File: src/rtl/tinj_pkg.sv
package tinj_pkg;

  localparam int PCM_W   = 8;
  localparam int A_FULL  = 4096;
  localparam int MU_FULL = 8159;

  typedef enum logic {
    LAW_A  = 1'b0,
    LAW_MU = 1'b1
  } law_e;

  // Linear magnitude of the tone for a given full scale and divider.
  function automatic int unsigned tone_mag(int unsigned full, int unsigned div);
    return full / div;
  endfunction

  // A-law: 13-bit sign-magnitude, segmented, even bits inverted.
  function automatic logic [7:0] alaw_code(int unsigned mag, logic positive);
    int unsigned m;
    logic [2:0]  seg;
    logic [3:0]  mant;
    m   = (mag > 4095) ? 4095 : mag;
    seg = 3'd0;
    for (int s = 1; s < 8; s++) begin
      if (m >= (32 << (s - 1))) seg = 3'(s);
    end
    if (seg == 3'd0) mant = 4'((m >> 1) & 15);
    else             mant = 4'((m >> seg) & 15);
    return {positive, seg, mant} ^ 8'h55;
  endfunction

  // mu-law: biased magnitude, segmented, all bits inverted.
  function automatic logic [7:0] mulaw_code(int unsigned mag, logic positive);
    int unsigned b;
    logic [2:0]  seg;
    logic [3:0]  mant;
    b   = ((mag > 8158) ? 8158 : mag) + 33;
    seg = 3'd0;
    for (int s = 1; s < 8; s++) begin
      if (b >= (64 << (s - 1))) seg = 3'(s);
    end
    mant = 4'((b >> (seg + 1)) & 15);
    return ~{~positive, seg, mant};
  endfunction

endpackage

File: src/rtl/tinj_frame_latch.sv
module tinj_frame_latch (
  input  logic clk,
  input  logic rst_n,
  input  logic frame_pulse,
  input  logic tone_en_in,
  input  logic tone_sq_in,
  output logic en_q,
  output logic sq_q,
  output logic en_eff,
  output logic sq_eff
);

  always_ff @(posedge clk or negedge rst_n) begin
    if (!rst_n) begin
      en_q <= 1'b0;
      sq_q <= 1'b0;
    end else if (frame_pulse) begin
      en_q <= tone_en_in;
      sq_q <= tone_sq_in;
    end
  end

  // The byte in the pulse cycle already sees the new frame's values.
  always_comb begin
    en_eff = frame_pulse ? tone_en_in : en_q;
    sq_eff = frame_pulse ? tone_sq_in : sq_q;
  end

endmodule

File: src/rtl/tinj_slot_track.sv
module tinj_slot_track #(
  parameter int NUM_SLOTS = 32,
  localparam int SLOT_W = $clog2(NUM_SLOTS + 1)
) (
  input  logic                 clk,
  input  logic                 rst_n,
  input  logic                 frame_pulse,
  input  logic                 pcm_valid,
  input  logic [NUM_SLOTS-1:0] conf_map,
  output logic [SLOT_W-1:0]    slot_now,
  output logic                 slot_in_frame,
  output logic                 slot_member
);

  localparam logic [SLOT_W-1:0] SLOT_END = SLOT_W'(NUM_SLOTS);

  logic [SLOT_W-1:0] cnt_q;
  logic [SLOT_W-1:0] cnt_next;

  always_comb begin
    slot_now      = frame_pulse ? '0 : cnt_q;
    slot_in_frame = (slot_now < SLOT_END);
    slot_member   = 1'b0;
    for (int i = 0; i < NUM_SLOTS; i++) begin
      if (slot_now == SLOT_W'(i)) slot_member = conf_map[i];
    end
    cnt_next = cnt_q;
    if (frame_pulse)   cnt_next = '0;
    if (pcm_valid && slot_in_frame) cnt_next = slot_now + 1'b1;
  end

  // Counter parks at SLOT_END (outside any frame) after reset and after overrun.
  always_ff @(posedge clk or negedge rst_n) begin
    if (!rst_n) cnt_q <= SLOT_END;
    else        cnt_q <= cnt_next;
  end

endmodule

File: src/rtl/tinj_code_gen.sv
module tinj_code_gen
  import tinj_pkg::*;
#(
  parameter int TONE_DIV = 10
) (
  input  logic             law_sel,
  input  logic             positive,
  output logic [PCM_W-1:0] code
);

  localparam logic [PCM_W-1:0] A_POS  = alaw_code(tone_mag(A_FULL, TONE_DIV), 1'b1);
  localparam logic [PCM_W-1:0] A_NEG  = alaw_code(tone_mag(A_FULL, TONE_DIV), 1'b0);
  localparam logic [PCM_W-1:0] MU_POS = mulaw_code(tone_mag(MU_FULL, TONE_DIV), 1'b1);
  localparam logic [PCM_W-1:0] MU_NEG = mulaw_code(tone_mag(MU_FULL, TONE_DIV), 1'b0);

  always_comb begin
    unique case (law_e'(law_sel))
      LAW_A:   code = positive ? A_POS  : A_NEG;
      LAW_MU:  code = positive ? MU_POS : MU_NEG;
      default: code = A_POS;
    endcase
  end

endmodule

File: src/rtl/tone_injector.sv
module tone_injector
  import tinj_pkg::*;
#(
  parameter int NUM_SLOTS = 32,
  parameter int TONE_DIV  = 10
) (
  input  logic                 clk,
  input  logic                 rst_n,
  input  logic                 frame_pulse,
  input  logic                 tone_en_in,
  input  logic                 tone_sq_in,
  input  logic                 law_sel,
  input  logic [NUM_SLOTS-1:0] conf_map,
  input  logic                 pcm_valid,
  input  logic [7:0]           pcm_in,
  output logic                 pcm_out_valid,
  output logic [7:0]           pcm_out
);

  localparam int SLOT_W = $clog2(NUM_SLOTS + 1);

  logic              en_q, sq_q, en_eff, sq_eff;
  logic [SLOT_W-1:0] slot_now;
  logic              slot_in_frame, slot_member;
  logic [PCM_W-1:0]  tone_code;
  logic              inject;

  tinj_frame_latch u_latch (
    .clk        (clk),
    .rst_n      (rst_n),
    .frame_pulse(frame_pulse),
    .tone_en_in (tone_en_in),
    .tone_sq_in (tone_sq_in),
    .en_q       (en_q),
    .sq_q       (sq_q),
    .en_eff     (en_eff),
    .sq_eff     (sq_eff)
  );

  tinj_slot_track #(.NUM_SLOTS(NUM_SLOTS)) u_slots (
    .clk          (clk),
    .rst_n        (rst_n),
    .frame_pulse  (frame_pulse),
    .pcm_valid    (pcm_valid),
    .conf_map     (conf_map),
    .slot_now     (slot_now),
    .slot_in_frame(slot_in_frame),
    .slot_member  (slot_member)
  );

  tinj_code_gen #(.TONE_DIV(TONE_DIV)) u_code (
    .law_sel (law_sel),
    .positive(sq_eff),
    .code    (tone_code)
  );

  assign inject = pcm_valid && en_eff && slot_in_frame && slot_member;

  always_ff @(posedge clk or negedge rst_n) begin
    if (!rst_n) begin
      pcm_out_valid <= 1'b0;
      pcm_out       <= '0;
    end else begin
      pcm_out_valid <= pcm_valid;
      if (pcm_valid) pcm_out <= inject ? tone_code : pcm_in;
    end
  end

endmodule

File: config.mk
export PLATFORM = sky130hd
export DESIGN_NAME = tone_injector
export DESIGN_NICKNAME = d
export VERILOG_FILES = /design/src/rtl/tinj_pkg.sv /design/src/rtl/tinj_frame_latch.sv /design/src/rtl/tinj_slot_track.sv /design/src/rtl/tinj_code_gen.sv /design/src/rtl/tone_injector.sv
export SDC_FILE = /design/constraint.sdc
export NUM_CORES = 1
export LEC_CHECK = 0
export BUFFER_PORTS_ARGS = -buffer_cell sky130_fd_sc_hd__buf_2
export CAP_MARGIN = 20
export CORE_AREA = 2 2 60 62
export CTS_CLUSTER_DIAMETER = 50
export CTS_CLUSTER_SIZE = 30
export DETAILED_ROUTE_END_ITERATION = 10
export DIE_AREA = 0 0 62 64
export HOLD_SLACK_MARGIN = 0.05
export PLACE_DENSITY_LB_ADDON = 0.2
export SLEW_MARGIN = 40
export SYNTH_ARGS = -nofsm -noshare
export SYNTH_HDL_FRONTEND = slang
export SYNTH_HIERARCHICAL = 1
export SYNTH_SLANG_ARGS = --single-unit
File: constraint.sdc
create_clock -name clk -period 5.2 [get_ports clk]
set_input_delay 0.26 -clock clk [delete_from_list [all_inputs] [get_ports clk]]
set_output_delay 0.26 -clock clk [all_outputs]
set_load 0.03 [all_outputs]
==> metrics list, run 1 <==
* Run status: finished, final reports clean
* Area after DPL: 0.00165 mm²
- Number of nets with antenna violations after routing: 0
- Total net switching power: 0.000119 W
- Summed over all cells, the static leakage comes to 0.785 nW.
- End point of the most critical hold path: u_latch/sq_q
- Input and output buffers added on the ports amount to 55.
* Vertical die dimension: 64 µm
* Setup repair bufs after CTS: 0
* Ratio of cells with drive above 1 in the final layout: 0.325
* Total congestion overflow: 0
- GRT Total Usage: 0.192
- Combinational power share: 0.371
* Number of synthesis warnings: 6
- Final worst clock skew: 0.00162 ns
- Pin count of the biggest net entering global routing: 23
* Number of fill cells: 328
- Once the clock tree was built, the resizer swapped 0 gates to a different size.
- The routed design could run at a clock period as short as 3.37 ns.
* Worst-case vdd ir drop: 0.000183 V
- In this run the horizontal extent of the chip is 62 µm.
- Effective utilization at floorplan: 0.440
- The path class of the tightest hold or removal check is input port to register.
* Critical Path Start Type: register
* Clock latency on the worst-skew pair: 0.28 ns
- Along the worst path, the maximum fanout reaches 11.
* Setup TNS Final: 0 ns
* Vias in the first global route: 1398
* Area added between synthesis and finish: 16.9%
- The number of cells on the worst reg-to-reg path is 12.
- DR pass1 iterations: 4
- Worst setup path class: register to register
- Counting every instance in the synthesized netlist gives 167.
- After synthesis, the mean cell area works out to 8.65 µm².
- TritonCTS built the clock tree.
- Hold Crit Depth: 2
- FF-to-FF Start: u_slots/cnt_q[0]
* Critical path required time: 5.36 ns
- In this run, the number of DRC markers left after iteration 0 of detailed routing was 91.
- The finished cells cover 0.00169 mm².
* Most common cell after layout, fill and taps aside: sky130_fd_sc_hd__buf_2
- Antenna violations before repair: 0
- Timing would allow up to 297 MHz.
- The setup check on the worst reg-to-reg path leaves a slack of 1.83 ns.
* DIE AREA: 0.00397 mm²
- Clock sink total: 17
* Standard-cell row count: 21
- Slew headroom: 0.579
* DRC violation count after routing: 0
* Vias per cell: 5.47
* Internal power: 0.000228 W
- Data arrival time of the critical path: 3.53 ns
- The top cell types in the final layout, fill and taps aside, are sky130_fd_sc_hd__buf_2, sky130_fd_sc_hd__nor2_1, sky130_fd_sc_hd__dfrtp_1.
- In this run the power density over the cells is 205 mW/mm².
* Final critical-path share of the clock period: 0.648
- Reported max-cap violation count: 0
- Counting along the longest clock path gives a buffer depth of 2.
- CP endpoint kind: register
- Weighted congestion at the end of routability-driven global placement: 0.870
* Worst r2r dst: pcm_out[5]
- Routed Wire Length: 3520 µm
- The multi-input combinational cells in the finished layout cover a total of 851 µm².
* Sequential Power Share: 0.431
- Measured on the finished design, the core utilization comes to 0.514.
- CTS HTree Levels: 1
- For the pin with the worst max-slew slack, the measured transition is 0.632 ns.
- Summed over all nets, the half-perimeter wirelength after detailed placement is 2700 µm.
* Unrepaired setup endpoints after global routing: false
- Diode count: 0
- Final Max Tran Viols: 0
- In this run the cell area of the synthesized design comes to 0.00145 mm².
* Worst-case hold slack: 0.230 ns
* Beginning of the worst hold path: tone_sq_in
* Clock buffer count from CTS: 3
- Number of vias in the routed layout: 1410
* Final Hold Fails: 0
* Portion of total power attributed to the clock network: 0.198
- Final setup fails: 0
* Core Area: 0.00328 mm²
- The sequential cells in the finished layout cover a total of 427 µm².
- Clock slew at the register clock pins of the worst setup and hold paths: 0.09 ns
- The tree is rooted in a sky130_fd_sc_hd__clkbuf_4.
* Post-DR wirelength/cell: 13.6 µm
- Top-level I/O count: 56
- Global-route wire length before repair: 5990 µm
- Of the total power, the share spent switching nets is 0.344.
- Final layout net count: 264
## critical path, stage by stage, from the launching register on
cell and delay, ns:
sky130_fd_sc_hd__dfrtp_1 0.32, sky130_fd_sc_hd__nor2b_1 0.36, sky130_fd_sc_hd__inv_1 0.13, sky130_fd_sc_hd__ha_1 0.44
sky130_fd_sc_hd__and2b_4 0.39, sky130_fd_sc_hd__a221oi_2 0.07, sky130_fd_sc_hd__o32ai_1 0.33, sky130_fd_sc_hd__o211ai_1 0.15
sky130_fd_sc_hd__a31o_2 0.26, sky130_fd_sc_hd__a32oi_1 0.25, sky130_fd_sc_hd__nand4_4 0.25, sky130_fd_sc_hd__mux2i_1 0.22
sky130_fd_sc_hd__a21oi_1 0.08
## worst max-delay path by stage
stage	from	to	slack, ns
6_report	u_slots/cnt_q[0]	pcm_out[5]	1.83
5_1_grt	u_slots/cnt_q[0]	pcm_out[5]	1.59
4_1_cts	u_slots/cnt_q[0]	pcm_out[5]	1.87
3_5_place_dp	frame_pulse	pcm_out[5]	1.74
3_3_place_gp	frame_pulse	pcm_out[1]	1.93
2_1_floorplan	frame_pulse	pcm_out[0]	2.46
## power groups by stage
stage	logic [W]	registers (W)	clock network, W
after floorplan	0.0000770	0.000167	0
after global placement	0.000125	0.000152	0
after detailed placement	0.000128	0.000152	0
after CTS	0.000128	0.000150	0.0000729
after global routing	0.000142	0.000151	0.0000801
final	0.000129	0.000150	0.0000688
## timing repair
item / 4_1_cts / 5_1_grt
endpoints found under the hold margin: 16 / 0
endpoints found under the setup margin: 0 / 0
hold buffers: 1 / 0
## routing by layer
| layer | track usage | part of all wire | vias up |
|---|---|---|---|
| met4 | 0.0399 | 0.014 | 0 |
| met5 | 0 | 0 | - |
| li1 | - | - | 692 |
| met3 | 0.0506 | 0.065 | 6 |
| met2 | 0.293 | 0.48 | 56 |
| met1 | 0.271 | 0.44 | 656 |
## registers in the layout, summed over array words and instances (netlist names)
| register | flops |
|---|---|
| u_latch/sq_q | 1 |
| u_latch/en_q | 1 |
| pcm_out | 8 |
| pcm_out_valid | 1 |
| u_slots/cnt_q | 6 |
## layout make-up
cell class                 instances  share of cell area
sequential                        17               0.253
clock buffer                       4              0.0156
inverter                           8              0.0252
tap                               46              0.0341
timing repair buffer              56               0.169
multi-input combinational        127               0.504
## metrics by stage
stage	power, W	setup WS (ns)	std cells
6_report	0.000347	1.83	258
5_1_grt	0.000373	1.59	258
4_1_cts	0.000351	1.87	258
3_5_place_dp	0.000280	1.74	253
3_3_place_gp	0.000277	1.93	253
2_1_floorplan	0.000244	2.46	169
(Power assumes the default switching activity.)
==> run 2, diff against run 1 <==
clock period = 3.2 ns   (was 5.2 ns; I/O delays follow)
==> run 2 against run 1 <==
  * Non-clock buffer count increased by 6
  * First-iteration DRC count increased by 4.4%
  * Power increased by 66%
  * Sequential share of layout area decreased by 0.71 points
  * Clock power increased by 67%
  * Via count increased by 3.3%
  * Global-route usage increased by 0.80 points
  * Largest cell class unchanged
  * Highest routed layer unchanged
==> metrics list, run 2 (synthesis gave the netlist of run 1 again) <==
* Run status: finished, final reports clean
* Vertical die dimension: 64 µm (unchanged)
- The worst setup path is launched from a register.
- Register bank with the most flops: pcm_out
- The library cell used most frequently in the layout, excluding fill and tap cells, is sky130_fd_sc_hd__buf_2.
- Ratio of cells with drive above 1 in the final layout: 0.353 (+0.0277)
- Data arrival time of the critical path: 3.09 ns (-0.44 ns)
- Footprint of the flip-flops and latches: 427 µm² (unchanged)
- Global-route wire length before repair: 6140 µm (+2.5%)
* FF-to-FF Start: u_slots/cnt_q[1]
- End point of the most critical hold path: u_latch/sq_q
- The critical path's largest stage delay came to 0.39 ns (-0.05 ns).
- CP endpoint kind: register
* Weighted congestion at the end of routability-driven global placement: 0.894 (+2.8%)
- Critical path buffers and inverters: 2 (+1)
* Final Max Tran Viols: 0 (unchanged)
- The number of cells on the worst hold path was 2 (unchanged).
* Standard-cell row count: 21 (unchanged)
* DR pass1 iterations: 4 (unchanged)
- The count of placed standard cells including taps came to 259 (+2.4%).
* CTS HTree Levels: 1 (unchanged)
* Post-detail-place hpwl: 2880 µm (+6.3%)
* Antenna violations before repair: 0 (unchanged)
* Maximum buffer depth of the clock tree: 2 (unchanged)
- DIE AREA: 0.00397 mm² (unchanged)
- The highest clock frequency the design can meet is 341 MHz (+15%).
- The number of flip-flops in the largest register was 8 (unchanged).
* Critical path required time: 3.36 ns (-2.00 ns)
- The total setup violations reported at the end of the flow was 0 (unchanged).
- Post-DR wirelength/cell: 13.9 µm (+1.7%)
- The number of cell instances on the worst register-to-register path was 12 (unchanged).
- Worst r2r dst: pcm_out[3]
- Cell leakage power: 0.820 nW (+4.5%)
* Largest registers: pcm_out: 8 flops, u_slots/cnt_q: 6 flops
- The register clock-pin slew on the reported worst setup and hold paths came to 0.10 ns (about the same).
* Final Hold Fails: 0 (unchanged)
- The number of vias in the routed layout came to 1457 (+3.3%).
- Final critical-path share of the clock period: 0.915 (+0.268)
- Core Area: 0.00328 mm² (unchanged)
* Clock buffer count from CTS: 3 (unchanged)
* Most numerous cell on the critical path: sky130_fd_sc_hd__inv_1
* Number of fill cells: 311 (-5.2%)
- Pin count of the biggest net entering global routing: 23 (unchanged)
- Final layout net count: 270 (+2.3%)
- Reg2reg setup slack: 0.27 ns (-1.56 ns)
* Final worst clock skew: 0.00695 ns (+0.00534 ns)
- The power per unit of standard cell area is 331 mW/mm² (+61%).
- Area added between synthesis and finish: 20.3%
* Vias in the first global route: 1401 (+0.21%)
- Setup repair after global routing left no endpoint under its margin.
- The root buffer cell chosen for the clock tree is sky130_fd_sc_hd__clkbuf_4.
- The slowest stage of the critical path is the sky130_fd_sc_hd__dfrtp_1 cell.
- Area used by multi-input combinational logic: 853 µm² (+0.29%)
- The worst hold path begins at tone_sq_in.
* Clock tree from TritonCTS: yes
- The wire length reported by the detailed router is 3660 µm (+4.0%).
- The number of nets still failing antenna checks after routing was 0 (unchanged).
- Clock latency on the worst-skew pair: 0.29 ns (about the same)
- The overflow left after global routing was 0 (unchanged).
* CP Max Fanout: 12 (+1)
- The worst hold path belongs to the class input port to register.
- Effective utilization at floorplan: 0.440 (unchanged)
- Worst-case hold slack: 0.110 ns (-0.120 ns)
- The sink count of the clock tree is 17 (unchanged).
* Worst setup path class: register to register
- In the layout the commonest cells are sky130_fd_sc_hd__buf_2, sky130_fd_sc_hd__nor2_1, sky130_fd_sc_hd__dfrtp_1.
* Setup TNS Final: 0 ns (unchanged)
* DR iter-0 viols: 95 (+4.4%)
- The total of max-cap violations came to 0 (unchanged).
* Count of input and output buffers: 55 (unchanged)
* Final Critical Period: 2.93 ns (-0.438 ns)
- The number of diodes added for antenna fixing came to 0 (unchanged).
- The number of primary I/O pins is 56 (unchanged).
- Delay-heaviest family, CP: compound AO/OA/AOI/OAI gates
- Horizontal die dimension: 62 µm (unchanged)
- The total routing resource utilization after global routing came to 0.200 (+0.00795).
- The signal on the critical path passes through nand2b_1 -> inv_1 -> ha_1 -> inv_1 -> o22ai_1 -> nor3_1 -> o211ai_1 -> a31o_2 -> a32oi_1 -> nand4_4 -> mux2i_1 -> a21oi_1.
* Non-Filler Instances: 264 (+2.3%)
- Worst-case vdd ir drop: 0.000239 V (+31%)
- The remaining design rule violation count came to 0 (unchanged).
- Vias per cell: 5.52 (+0.98%)
-- run 2: worst register-to-register path: stages, from the launching register on --
cell and delay (ns):
sky130_fd_sc_hd__dfrtp_1 0.39, sky130_fd_sc_hd__nand2b_1 0.12, sky130_fd_sc_hd__inv_1 0.09, sky130_fd_sc_hd__ha_1 0.35, sky130_fd_sc_hd__inv_1 0.28, sky130_fd_sc_hd__o22ai_1 0.14
sky130_fd_sc_hd__nor3_1 0.25, sky130_fd_sc_hd__o211ai_1 0.13, sky130_fd_sc_hd__a31o_2 0.25, sky130_fd_sc_hd__a32oi_1 0.26, sky130_fd_sc_hd__nand4_4 0.25, sky130_fd_sc_hd__mux2i_1 0.22
sky130_fd_sc_hd__a21oi_1 0.08
-- run 2: how the worst max path moves through the flow --
stage	startpoint	endpoint	slack, ns	cells past startpoint
after floorplan	u_slots/cnt_q[0]	pcm_out[0]	0.55	12
after CTS	u_slots/cnt_q[1]	pcm_out[3]	0.28	12
after global placement	u_slots/cnt_q[1]	pcm_out[7]	0.41	12
final	u_slots/cnt_q[1]	pcm_out[3]	0.27	12
after global routing	u_slots/cnt_q[1]	pcm_out[0]	0.009	12
after detailed placement	u_slots/cnt_q[1]	pcm_out[7]	0.30	12
-- run 2: metrics by stage --
stage                     power [W]  worst slack [ns]   util  instance area [µm²]
after global routing       0.000616           0.00942  0.529                 1740
after CTS                  0.000581             0.282  0.528                 1740
after detailed placement   0.000464             0.297  0.517                 1700
final                      0.000576             0.271  0.529                 1740
after floorplan            0.000396             0.550      -                 1450
after global placement     0.000459             0.414  0.517                 1700
-- run 2: final cells by class --
class                      instances  area share
clock buffer                       3      0.0130
timing repair buffer              62       0.190
sequential                        17       0.245
multi-input combinational        127       0.491
tap                               46      0.0331
inverter                           8      0.0245
clock inverter                     1     0.00288
-- run 2: power breakdown --
part	switching, W	internal (W)
logic	0.000124	0.0000942
registers	0.00000962	0.000234
clock network	0.0000681	0.0000465
total	0.000202	0.000374
-- run 2: timing repair --
item | 4_1_cts | 5_1_grt
endpoints found under the setup margin | 0 | 1
endpoints found under the hold margin | 16 | 0
buffers inserted | 0 | 0
hold buffers | 1 | 0
resized for setup | 0 | 1
-- run 2: metal layers --
layer  track usage  routed length [µm]
met1         0.294                1630
met2         0.298                1730
met3        0.0425                 261
met4        0.0452                  44
met5             0                   0
==> run 3, diff against run 2 <==
CORE_AREA = 2 2 58 60   (was 2 2 60 62)
DIE_AREA = 0 0 60 62   (was 0 0 62 64)
SETUP_SLACK_MARGIN = 0.2   (was default)
clock period = 3.35 ns   (was 3.2 ns; I/O delays follow)
==> run 3 against run 2 <==
  * Global-route usage shrank 0.93 points
  * Highest routed layer unchanged
  * Critical path type unchanged
  * Clock-buffer cell count grew 1
  * Sequential cell count did not move
  * Sequential power decreased by 4%
  * Register-to-register slack improved by 0.14 ns
==> metrics list, run 3 (synthesis gave the netlist of run 1 again) <==
- Run status: finished, final reports clean
* Worst-case vdd ir drop: 0.000284 V (+18%)
* Sequential Power Share: 0.431 (+0.009)
- The largest registers in the layout are pcm_out: 8 flops, u_slots/cnt_q: 6 flops.
* DRC violation count after routing: 0 (unchanged)
- The endpoint identified for the worst register-to-register timing path is pcm_out[1].
* Vertical die dimension: 62 µm (-3.1%)
* Worst-case setup margin in the final layout: 0.415 ns (+0.144 ns)
* Most common cell after layout, fill and taps aside: sky130_fd_sc_hd__buf_2
* Worst slack after detailed placement: 0.347 ns (+0.0496 ns)
* CTS HTree Levels: 1 (unchanged)
- Compared with the post-synthesis result, the final layout area differs by 19.0%.
* FF-to-FF Start: u_slots/cnt_q[0]
* Register bank with the most flops: pcm_out
- The number of flip-flops in the largest register was 8 (unchanged).
- The required time of the critical path is 3.50 ns (+0.14 ns).
* Clock latency on the worst-skew pair: 0.28 ns (about the same)
- The switching part of the total was 0.339 (-0.0110).
- Final Hold Fails: 0 (unchanged)
- The number of nets still failing antenna checks after routing was 0 (unchanged).
* Vias per cell: 5.40 (-2.1%)
* Clock slew at the register clock pins of the worst setup and hold paths: 0.09 ns (about the same)
- The worst hold path terminates at u_latch/sq_q.
- The number of diodes added for antenna fixing is 0 (unchanged).
- DR pass1 iterations: 5 (+1)
- Post-DR wirelength/cell: 13.2 µm (-4.5%)
- The leakage power is 0.806 nW (-1.7%).
- The total die area is 0.00372 mm² (-6.3%).
* Unrepaired setup endpoints after global routing: false
* Setup repair bufs after CTS: 0 (unchanged)
- The total routing resource utilization after global routing is 0.191 (-0.00932).
- Final Critical Period: 2.93 ns (+0.00580 ns)
- The power per unit of standard cell area was 315 mW/mm² (-5.1%).
- Number of cells in the design after placement: 257 (-0.77%)
- Hold Crit Depth: 2 (unchanged)
* Class of the tightest hold or removal check: input port to register
* Total net switching power: 0.000183 W (-9.0%)
- Commonest cells after routing, fill and taps aside: sky130_fd_sc_hd__buf_2, sky130_fd_sc_hd__nor2_1, sky130_fd_sc_hd__dfrtp_1
* Weighted congestion at the end of routability-driven global placement: 0.834 (-6.7%)
* Effective utilization at floorplan: 0.455 (+0.0145)
* Final layout net count: 268 (-0.74%)
- The internal power came to 0.000358 W (-4.5%).
- The met1 usage in global routing came to 0.237 (-0.0566).
- CP Max Fanout: 8 (-4)
- The tree is rooted in a sky130_fd_sc_hd__clkbuf_4.
- Ratio of cells with drive above 1 in the final layout: 0.338 (-0.0152)
- Core Area: 0.00318 mm² (-3.2%)
- The floorplan die width came to 60 µm (-3.2%).
* Portion of total power attributed to the clock network: 0.191 (-0.008)
- Combinational power share: 0.379 (about the same)
- The number of design-rule violations left by the first detailed-router iteration was 69 (-27%).
- The post-CTS resize count is 0 (unchanged).
- Global-route wire length before repair: 5420 µm (-12%)
- The wire length reported by the detailed router was 3470 µm (-5.2%).
- The initial antenna violation count was 0 (unchanged).
* Met3 GRT Util: 0.0186 (-0.0239)
- The number of placement rows is 21 (unchanged).
* Count of cells along the worst register-to-register path: 12 (unchanged)
- The worst clock skew is 0.00421 ns (-0.00274 ns).
- The number of vias in the routed layout was 1416 (-2.8%).
- PnR Total Power: 0.000541 W (-6.1%)
- Pin count of the biggest net entering global routing: 23 (unchanged)
- Post-detail-place hpwl: 2740 µm (-4.6%)
- Clock tree from TritonCTS: yes
- The total clock buffers created by CTS is 3 (unchanged).
* Worst-case hold slack: 0.141 ns (+0.0309 ns)
* Data arrival time of the critical path: 3.08 ns (about the same)
- The largest buffer count on any clock path is 2 (unchanged).
* Reg2reg setup slack: 0.42 ns (+0.14 ns)
- The count of buffers inserted at the top-level ports was 55 (unchanged).
* Peak-usage layer in the global routing report: met2
* Beginning of the worst hold path: tone_sq_in
- Top-level I/O count: 56 (unchanged)
* Setup TNS Final: 0 ns (unchanged)
- The highest clock frequency the design can meet was 341 MHz (-0.20%).
- Clock sink total: 17 (unchanged)
* Total congestion overflow: 0 (unchanged)
- The global-route track usage on met2 was 0.345 (+0.0465).
- Critical Path Start Type: register
- The number of slew-limit violations in the final report was 0 (unchanged).
* Worst setup path class: register to register
- CP endpoint kind: register
- Vias in the first global route: 1296 (-7.5%)
- Final critical-path share of the clock period: 0.876 (-0.0393)
* Non-Filler Instances: 262 (-0.76%)
- The total of max-cap violations came to 0 (unchanged).
- The total setup violations reported at the end of the flow is 0 (unchanged).
-- run 3: routing by layer --
layer / vias to the layer above / part of all wire
li1: 701 / -
met1: 658 / 0.42
met2: 55 / 0.51
met3: 2 / 0.063
met4: 0 / 0.0026
met5: - / 0
-- run 3: area by class of cell --
class | instances | area, µm²
inverters | 8 | 42.5
flip-flops and latches | 17 | 427
repair buffers | 60 | 315
fillers | 306 | 1460
multi-input cells | 127 | 851
clock buffers | 4 | 26.3
well taps | 46 | 57.6
-- run 3: worst max-delay path, stage by stage (launching register included) --
cell and delay (ns):
sky130_fd_sc_hd__dfrtp_1 0.32, sky130_fd_sc_hd__nor2b_1 0.22, sky130_fd_sc_hd__inv_1 0.10, sky130_fd_sc_hd__ha_1 0.31
sky130_fd_sc_hd__and2b_4 0.33, sky130_fd_sc_hd__a221oi_1 0.09, sky130_fd_sc_hd__o32ai_1 0.29, sky130_fd_sc_hd__a32oi_1 0.09
sky130_fd_sc_hd__a31o_2 0.26, sky130_fd_sc_hd__a32oi_1 0.24, sky130_fd_sc_hd__nand4_4 0.24, sky130_fd_sc_hd__mux2i_1 0.22
sky130_fd_sc_hd__a21oi_1 0.09
-- run 3: worst max path at each step --
stage                                start          to  slack (ns)
after floorplan                frame_pulse  pcm_out[0]        0.70
after global placement         frame_pulse  pcm_out[3]        0.40
after detailed placement       frame_pulse  pcm_out[1]        0.35
after CTS                 u_slots/cnt_q[0]  pcm_out[3]        0.39
after global routing      u_slots/cnt_q[0]  pcm_out[6]        0.20
final                     u_slots/cnt_q[0]  pcm_out[1]        0.42
-- run 3: what timing repair did --
action | CTS | global route
setup endpoints to repair | 0 | 1
hold buffers | 1 | 0
hold endpoints to repair | 16 | 0
-- run 3: power groups by stage --
| stage | clock network, W | registers, W | logic, W |
|---|---|---|---|
| finish | 0.000103 | 0.000233 | 0.000205 |
| global route | 0.000122 | 0.000235 | 0.000224 |
| CTS | 0.000107 | 0.000233 | 0.000205 |
| detailed placement | 0 | 0.000237 | 0.000204 |
| global placement | 0 | 0.000236 | 0.000201 |
| floorplan | 0 | 0.000259 | 0.000120 |
-- run 3: per-stage QoR --
step	cell area, µm²	utilization
global route	1720	0.541
floorplan	1450	-
finish	1720	0.541
detailed placement	1680	0.529
global placement	1680	0.529
CTS	1720	0.541
